## src/rtl/ttg_pkg.sv

```systemverilog
package ttg_pkg;
  localparam int SFR_W      = 8;
  localparam int SEL_LSB    = 3;
  localparam int MD_W       = 3;
  localparam int BAUD_TIMER = 2;
endpackage

```

## src/rtl/ttg_rate_div.sv

```systemverilog
module ttg_rate_div #(
  parameter int SLOW_DIV = 12,
  parameter int FAST_DIV = 4
) (
  input  logic clk,
  input  logic rst,
  input  logic fast_sel,
  output logic pulse
);
  localparam int CW = $clog2(SLOW_DIV);

  logic [CW-1:0] cnt;

  // The down-counter reloads only when it hits zero, so a new select is
  // picked up at the next boundary and the running interval is preserved.
  always_ff @(posedge clk) begin
    if (rst) begin
      cnt <= CW'(SLOW_DIV - 1);
    end else if (cnt == '0) begin
      cnt <= fast_sel ? CW'(FAST_DIV - 1) : CW'(SLOW_DIV - 1);
    end else begin
      cnt <= cnt - 1'b1;
    end
  end

  assign pulse = (cnt == '0);
endmodule

```

## src/rtl/ttg_fall_det.sv

```systemverilog
module ttg_fall_det #(
  parameter int SYNC_STAGES = 2
) (
  input  logic clk,
  input  logic rst,
  input  logic din,
  output logic fall
);
  logic [SYNC_STAGES-1:0] sync_q;
  logic                   prev_q;

  always_ff @(posedge clk) begin
    if (rst) begin
      sync_q <= '0;
      prev_q <= 1'b0;
    end else begin
      sync_q <= {sync_q[SYNC_STAGES-2:0], din};
      prev_q <= sync_q[SYNC_STAGES-1];
    end
  end

  assign fall = prev_q & ~sync_q[SYNC_STAGES-1];
endmodule

```

## src/rtl/ttg_ctrl_reg.sv

```systemverilog
module ttg_ctrl_reg
  import ttg_pkg::*;
#(
  parameter int                 NUM_TIMERS = 3,
  parameter int                 ADDR_W     = 8,
  parameter logic [ADDR_W-1:0]  CTRL_ADDR  = 8'h8E
) (
  input  logic                  clk,
  input  logic                  rst,
  input  logic [ADDR_W-1:0]     sfr_addr,
  input  logic                  sfr_wr,
  input  logic [SFR_W-1:0]      sfr_wdata,
  output logic [SFR_W-1:0]      sfr_rdata,
  output logic [NUM_TIMERS-1:0] fast_sel
);
  logic [MD_W-1:0] md_q;
  logic            hit;
  logic [SFR_W-1:0] rd_img;
  logic            unused_resv;

  assign hit         = (sfr_addr == CTRL_ADDR);
  assign unused_resv = ^sfr_wdata[SFR_W-1:SEL_LSB+NUM_TIMERS];

  always_ff @(posedge clk) begin
    if (rst) begin
      fast_sel <= '0;
      md_q     <= '0;
    end else if (sfr_wr && hit) begin
      fast_sel <= sfr_wdata[SEL_LSB +: NUM_TIMERS];
      md_q     <= sfr_wdata[MD_W-1:0];
    end
  end

  always_comb begin
    rd_img                        = '0;
    rd_img[SEL_LSB +: NUM_TIMERS] = fast_sel;
    rd_img[MD_W-1:0]              = md_q;
  end

  always_ff @(posedge clk) begin
    if (rst) sfr_rdata <= '0;
    else     sfr_rdata <= hit ? rd_img : '0;
  end
endmodule

```

## src/rtl/timer_tick_gen.sv

```systemverilog
module timer_tick_gen
  import ttg_pkg::*;
#(
  parameter int                NUM_TIMERS  = 3,
  parameter int                SLOW_DIV    = 12,
  parameter int                FAST_DIV    = 4,
  parameter int                SYNC_STAGES = 2,
  parameter int                ADDR_W      = 8,
  parameter logic [ADDR_W-1:0] CTRL_ADDR   = 8'h8E
) (
  input  logic                  clk,
  input  logic                  rst,
  input  logic [ADDR_W-1:0]     sfr_addr,
  input  logic                  sfr_wr,
  input  logic [SFR_W-1:0]      sfr_wdata,
  output logic [SFR_W-1:0]      sfr_rdata,
  input  logic [NUM_TIMERS-1:0] cnt_mode,
  input  logic                  t2_baud,
  input  logic [NUM_TIMERS-1:0] ext_evt,
  output logic [NUM_TIMERS-1:0] tick
);
  logic [NUM_TIMERS-1:0] fast_sel;
  logic [NUM_TIMERS-1:0] eff_fast;
  logic [NUM_TIMERS-1:0] div_pulse;
  logic [NUM_TIMERS-1:0] evt_fall;

  ttg_ctrl_reg #(
    .NUM_TIMERS(NUM_TIMERS),
    .ADDR_W    (ADDR_W),
    .CTRL_ADDR (CTRL_ADDR)
  ) u_reg (
    .clk      (clk),
    .rst      (rst),
    .sfr_addr (sfr_addr),
    .sfr_wr   (sfr_wr),
    .sfr_wdata(sfr_wdata),
    .sfr_rdata(sfr_rdata),
    .fast_sel (fast_sel)
  );

  for (genvar i = 0; i < NUM_TIMERS; i++) begin : g_tmr
    if (i == BAUD_TIMER) begin : g_baud
      assign eff_fast[i] = fast_sel[i] & ~t2_baud;
    end else begin : g_plain
      assign eff_fast[i] = fast_sel[i];
    end

    ttg_rate_div #(
      .SLOW_DIV(SLOW_DIV),
      .FAST_DIV(FAST_DIV)
    ) u_div (
      .clk     (clk),
      .rst     (rst),
      .fast_sel(eff_fast[i]),
      .pulse   (div_pulse[i])
    );

    ttg_fall_det #(
      .SYNC_STAGES(SYNC_STAGES)
    ) u_edge (
      .clk (clk),
      .rst (rst),
      .din (ext_evt[i]),
      .fall(evt_fall[i])
    );

    always_ff @(posedge clk) begin
      if (rst) tick[i] <= 1'b0;
      else     tick[i] <= cnt_mode[i] ? evt_fall[i] : div_pulse[i];
    end
  end
endmodule

```

## config.mk

```make
export PLATFORM = sky130hd
export DESIGN_NAME = timer_tick_gen
export DESIGN_NICKNAME = d
export VERILOG_FILES = /design/src/rtl/ttg_pkg.sv /design/src/rtl/ttg_rate_div.sv /design/src/rtl/ttg_fall_det.sv /design/src/rtl/ttg_ctrl_reg.sv /design/src/rtl/timer_tick_gen.sv
export SDC_FILE = /design/constraint.sdc
export NUM_CORES = 1
export LEC_CHECK = 0
export BUFFER_PORTS_ARGS = -buffer_cell sky130_fd_sc_hd__buf_4
export CAP_MARGIN = 20
export CORE_ASPECT_RATIO = 0.9
export CORE_UTILIZATION = 48
export CTS_BUF_LIST = sky130_fd_sc_hd__clkbuf_4 sky130_fd_sc_hd__clkbuf_8
export DETAILED_ROUTE_END_ITERATION = 7
export PLACE_DENSITY = 0.77
export SLEW_MARGIN = 20
export SYNTH_ARGS = -nofsm -noshare
export SYNTH_HDL_FRONTEND = slang
export SYNTH_SLANG_ARGS = --single-unit
```

## constraint.sdc

```tcl
create_clock -name clk -period 1.55 [get_ports clk]
set_input_delay 0.465 -clock clk [delete_from_list [all_inputs] [get_ports clk]]
set_output_delay 0.465 -clock clk [all_outputs]
set_load 0.01 [all_outputs]
```

==> impl_metrics.sql <==
INSERT INTO impl_metrics (metric_group, metric, value, unit) VALUES
('outcome', 'outcome', 'finished, violations left', ''),
('outcome', 'failing_checks', 'DRC', ''),
('clocking', 'tritoncts', 'built', ''),
('route', 'detail_route.vias_per_cell', '4.96', ''),
('synthesis', 'number_of_enable_flip_flop_cells_after_synthesis', '0', ''),
('placement', 'finalWeightedCongestion', '0.700', ''),
('finish', 'most_common_cell_after_layout_fill_and_taps_aside', 'sky130_fd_sc_hd__dfxtp_1', ''),
('timing', 'timing.final.max_slew_violations', '0', ''),
('pwr', 'cellLeakagePower', '0.772', 'nW'),
('finish', 'antennaDiodeCount', '0', ''),
('clocking', 'clockRootBuffer', 'sky130_fd_sc_hd__clkbuf_4', ''),
('synthesis', 'seq_area_frac_synth', '53.1', '%'),
('critical_path', 'setup.worst_path.start_class', 'flop', ''),
('critical_path', 'cpPeakStageDelay', '0.60', 'ns'),
('pwr', 'fin_total_pwr', '1.77', 'mW'),
('clocking', 'clk_latency', '0.33', 'ns'),
('critical_path', 'slowest_library_cell_on_the_worst_path', 'sky130_fd_sc_hd__or4b_2', ''),
('critical_path', 'crit_path_cell_trace', 'inv_1, ha_1, or4b_2, a21oi_1', ''),
('finish', 'fin_nets', '207', ''),
('synthesis', 'mappedNetlistArea', '1360', 'um^2'),
('worst_hold_path', 'min_delay_path_depth', '2', ''),
('critical_path', 'critPathCaptureType', 'flop', ''),
('clocking', 'clk_transition_reported_paths', '0.11', 'ns'),
('timing', 'hold_slack', '0.333', 'ns'),
('clocking', 'post_cts.repair.setup_buffers', '0', ''),
('finish', 'drive_gt1_share', '26.3', '%'),
('critical_path', 'crit_type', 'reg -> reg', ''),
('die', 'placeableCoreArea', '2550', 'um^2'),
('clocking', 'cts_made_buffers', '5', ''),
('clocking', 'cts.sinks', '36', ''),
('timing', 'final_min_period_over_clock_period', '94.4', '%'),
('clocking', 'cts_resized', '0', ''),
('synthesis', 'synth_top_area_cells', 'sky130_fd_sc_hd__dfxtp_1 53%, sky130_fd_sc_hd__nand2b_1 6.9%, sky130_fd_sc_hd__mux2i_1 4.4%', ''),
('synthesis', 'synth_cell_types', '28', ''),
('clocking', 'ctsHoldBuffers', '0', ''),
('synthesis', 'avg_cell_area_syn', '9.76', 'um^2'),
('finish', 'mostFrequentLayoutCells', '36 x sky130_fd_sc_hd__dfxtp_1, 35 x sky130_fd_sc_hd__buf_4, 15 x sky130_fd_sc_hd__nand2b_1, 11 x sky130_fd_sc_hd__inv_1, 10 x sky130_fd_sc_hd__nor2_1', ''),
('route', 'detail_route.drc_violations', '1', ''),
('flow_run', 'cap_viol_max_count', '0', ''),
('route', 'routed_length_per_placed_instance', '11.3', 'um'),
('synthesis', 'synth.largest_area_cell', 'sky130_fd_sc_hd__dfxtp_1', ''),
('worst_hold_path', 'min_path_type', 'in -> reg', ''),
('grt', 'global_route_wire_length_before_repair', '4080', 'um'),
('grt', 'grt_pass1_vias', '1006', ''),
('pwr', 'peakVddDrop', '0.853', 'mV'),
('route', 'initialDrtViolationCount', '33', ''),
('critical_path', 'critical_path_peak_fanout', '6', ''),
('synthesis', 'synth_warnings', '0', ''),
('timing', 'rsz0062_at_grt', 'no', ''),
('timing', 'timing.fmax', '683', 'MHz'),
('route', 'wirelength_routed', '2330', 'um'),
('timing', 'report.final.hold_viol_count', '0', ''),
('synthesis', 'syn-instance-count', '139', ''),
('critical_path', 'worst-r2r-setup-slack', '0.09', 'ns'),
('placement', 'numPortBuffers', '32', ''),
('synthesis', 'synth_top_area_share', '53.1', '%'),
('critical_path', 'critical_path_arrival', '1.72', 'ns'),
('finish', 'areaGrowthSynthToFinish', '27.7', '%'),
('grt', 'globalRouteOverflowTotal', '0', ''),
('timing', 'period_minus_slack', '1.46', 'ns'),
('die', 'initial_utilization', '53.1', '%'),
('die', 'floorplan.die.width', '58.0', 'um'),
('grt', 'largest_net_degree_at_the_start_of_global_routing', '30', ''),
('clocking', 'clock_tree.htree_level_count', '2', ''),
('die', 'die_height', '52.4', 'um'),
('synthesis', 'ys_ff_latch', '36', ''),
('grt', 'grt_antenna_before_repair', '0', ''),
('route', 'drt_pre_antenna_iters', '6', ''),
('synthesis', 'synth_ff_type', 'sky130_fd_sc_hd__dfxtp_1', ''),
('route', 'count_of_nets_left_with_antenna_violations_after_detail_routing', '0', ''),
('timing', 'setup_viol_count_final', '0', '');
-- final timing paths --
path	start	to
worst max-delay path	g_tmr[2].u_div.cnt[0]	tick[2]
worst max register to register	g_tmr[2].u_div.cnt[0]	tick[2]
worst min register to register	g_tmr[2].u_div.cnt[0]	g_tmr[2].u_div.cnt[0]
worst min-delay path	ext_evt[1]	g_tmr[1].u_edge.sync_q[0]
-- flip-flops by register name, indices dropped and copies added, names as in the netlist --
name                 count
tick                     3
u_reg.sfr_rdata          6
g_tmr.u_div.cnt         12
g_tmr.u_edge.sync_q      6
g_tmr.u_edge.prev_q      3
u_reg.md_q               3
u_reg.fast_sel           3
-- power by group --
| group | leakage (nW) | internal (mW) | switching (mW) |
|---|---|---|---|
| clock network | 0.0456 | 0.356 | 0.287 |
| logic | 0.432 | 0.0824 | 0.0616 |
| registers | 0.294 | 0.959 | 0.0239 |
| total | 0.772 | 1.40 | 0.372 |
-- layout make-up --
| cell class | instances | area (um^2) |
|---|---|---|
| flip-flops and latches | 36 | 721 |
| clock inverters | 2 | 35.0 |
| well taps | 28 | 35.0 |
| inverters | 11 | 41.3 |
| fillers | 192 | 821 |
| clock buffers | 6 | 45.0 |
| repair buffers | 36 | 283 |
| multi-input cells | 88 | 572 |
-- worst max-delay path: cells and delay by family, from the launching register on --
family | cells | cell delay (ns)
simple gates | 1 | 0.60
flops | 1 | 0.33
fa+ha+maj | 1 | 0.23
compound gates | 1 | 0.17
buf+inv | 1 | 0.06
-- per-stage QoR --
| step | cell area [um^2] | utilization [%] | TNS (ns) | setup slack, ns | instances |
|---|---|---|---|---|---|
| 6_report | 1730 | 67.8 | 0 | 0.0867 | 207 |
| 5_1_grt | 1730 | 67.8 | 0 | 0.00906 | 207 |
| 4_1_cts | 1730 | 67.8 | 0 | 0.0770 | 207 |
| 3_5_place_dp | 1650 | 64.7 | -2.30 | -0.224 | 199 |
| 3_3_place_gp | 1650 | 64.7 | -2.17 | -0.213 | 199 |
| 2_1_floorplan | 1360 | - | -0.387 | -0.0645 | 140 |
-- logic make-up after synthesis --
family                     Yosys count  share of synthesized area (%)
AOI/OAI and AO/OA                   18                           7.84
and+or+nand+nor                     59                           26.6
adders and majority gates            3                           2.77
other                                1                          0.276
buffers and inverters               16                           4.98
muxes                                6                           4.43
DFF                                 36                           53.1
-- routing by layer --
layer | up-vias | track usage (%) | wire [um]
met5 | - | 0 | 0
met4 | 0 | 11.5 | 37
met3 | 5 | 6.17 | 95
met2 | 18 | 33.3 | 1260
met1 | 469 | 18.7 | 942
li1 | 534 | - | -
-- cell usage after synthesis (all sizes together) (2+ instances only) --
cell type  count
a21oi          9
nor2b          7
nor2          10
o21ai          2
and2           6
or4b           2
a31oi          3
nor3           2
buf            2
ha             3
clkbuf         3
nor4b          3
mux2i          6
inv           11
o21bai         2
nand2          7
nand3b         3
nand2b        15
dfxtp         36
No activity file was read; power rests on OpenSTA's default activity.
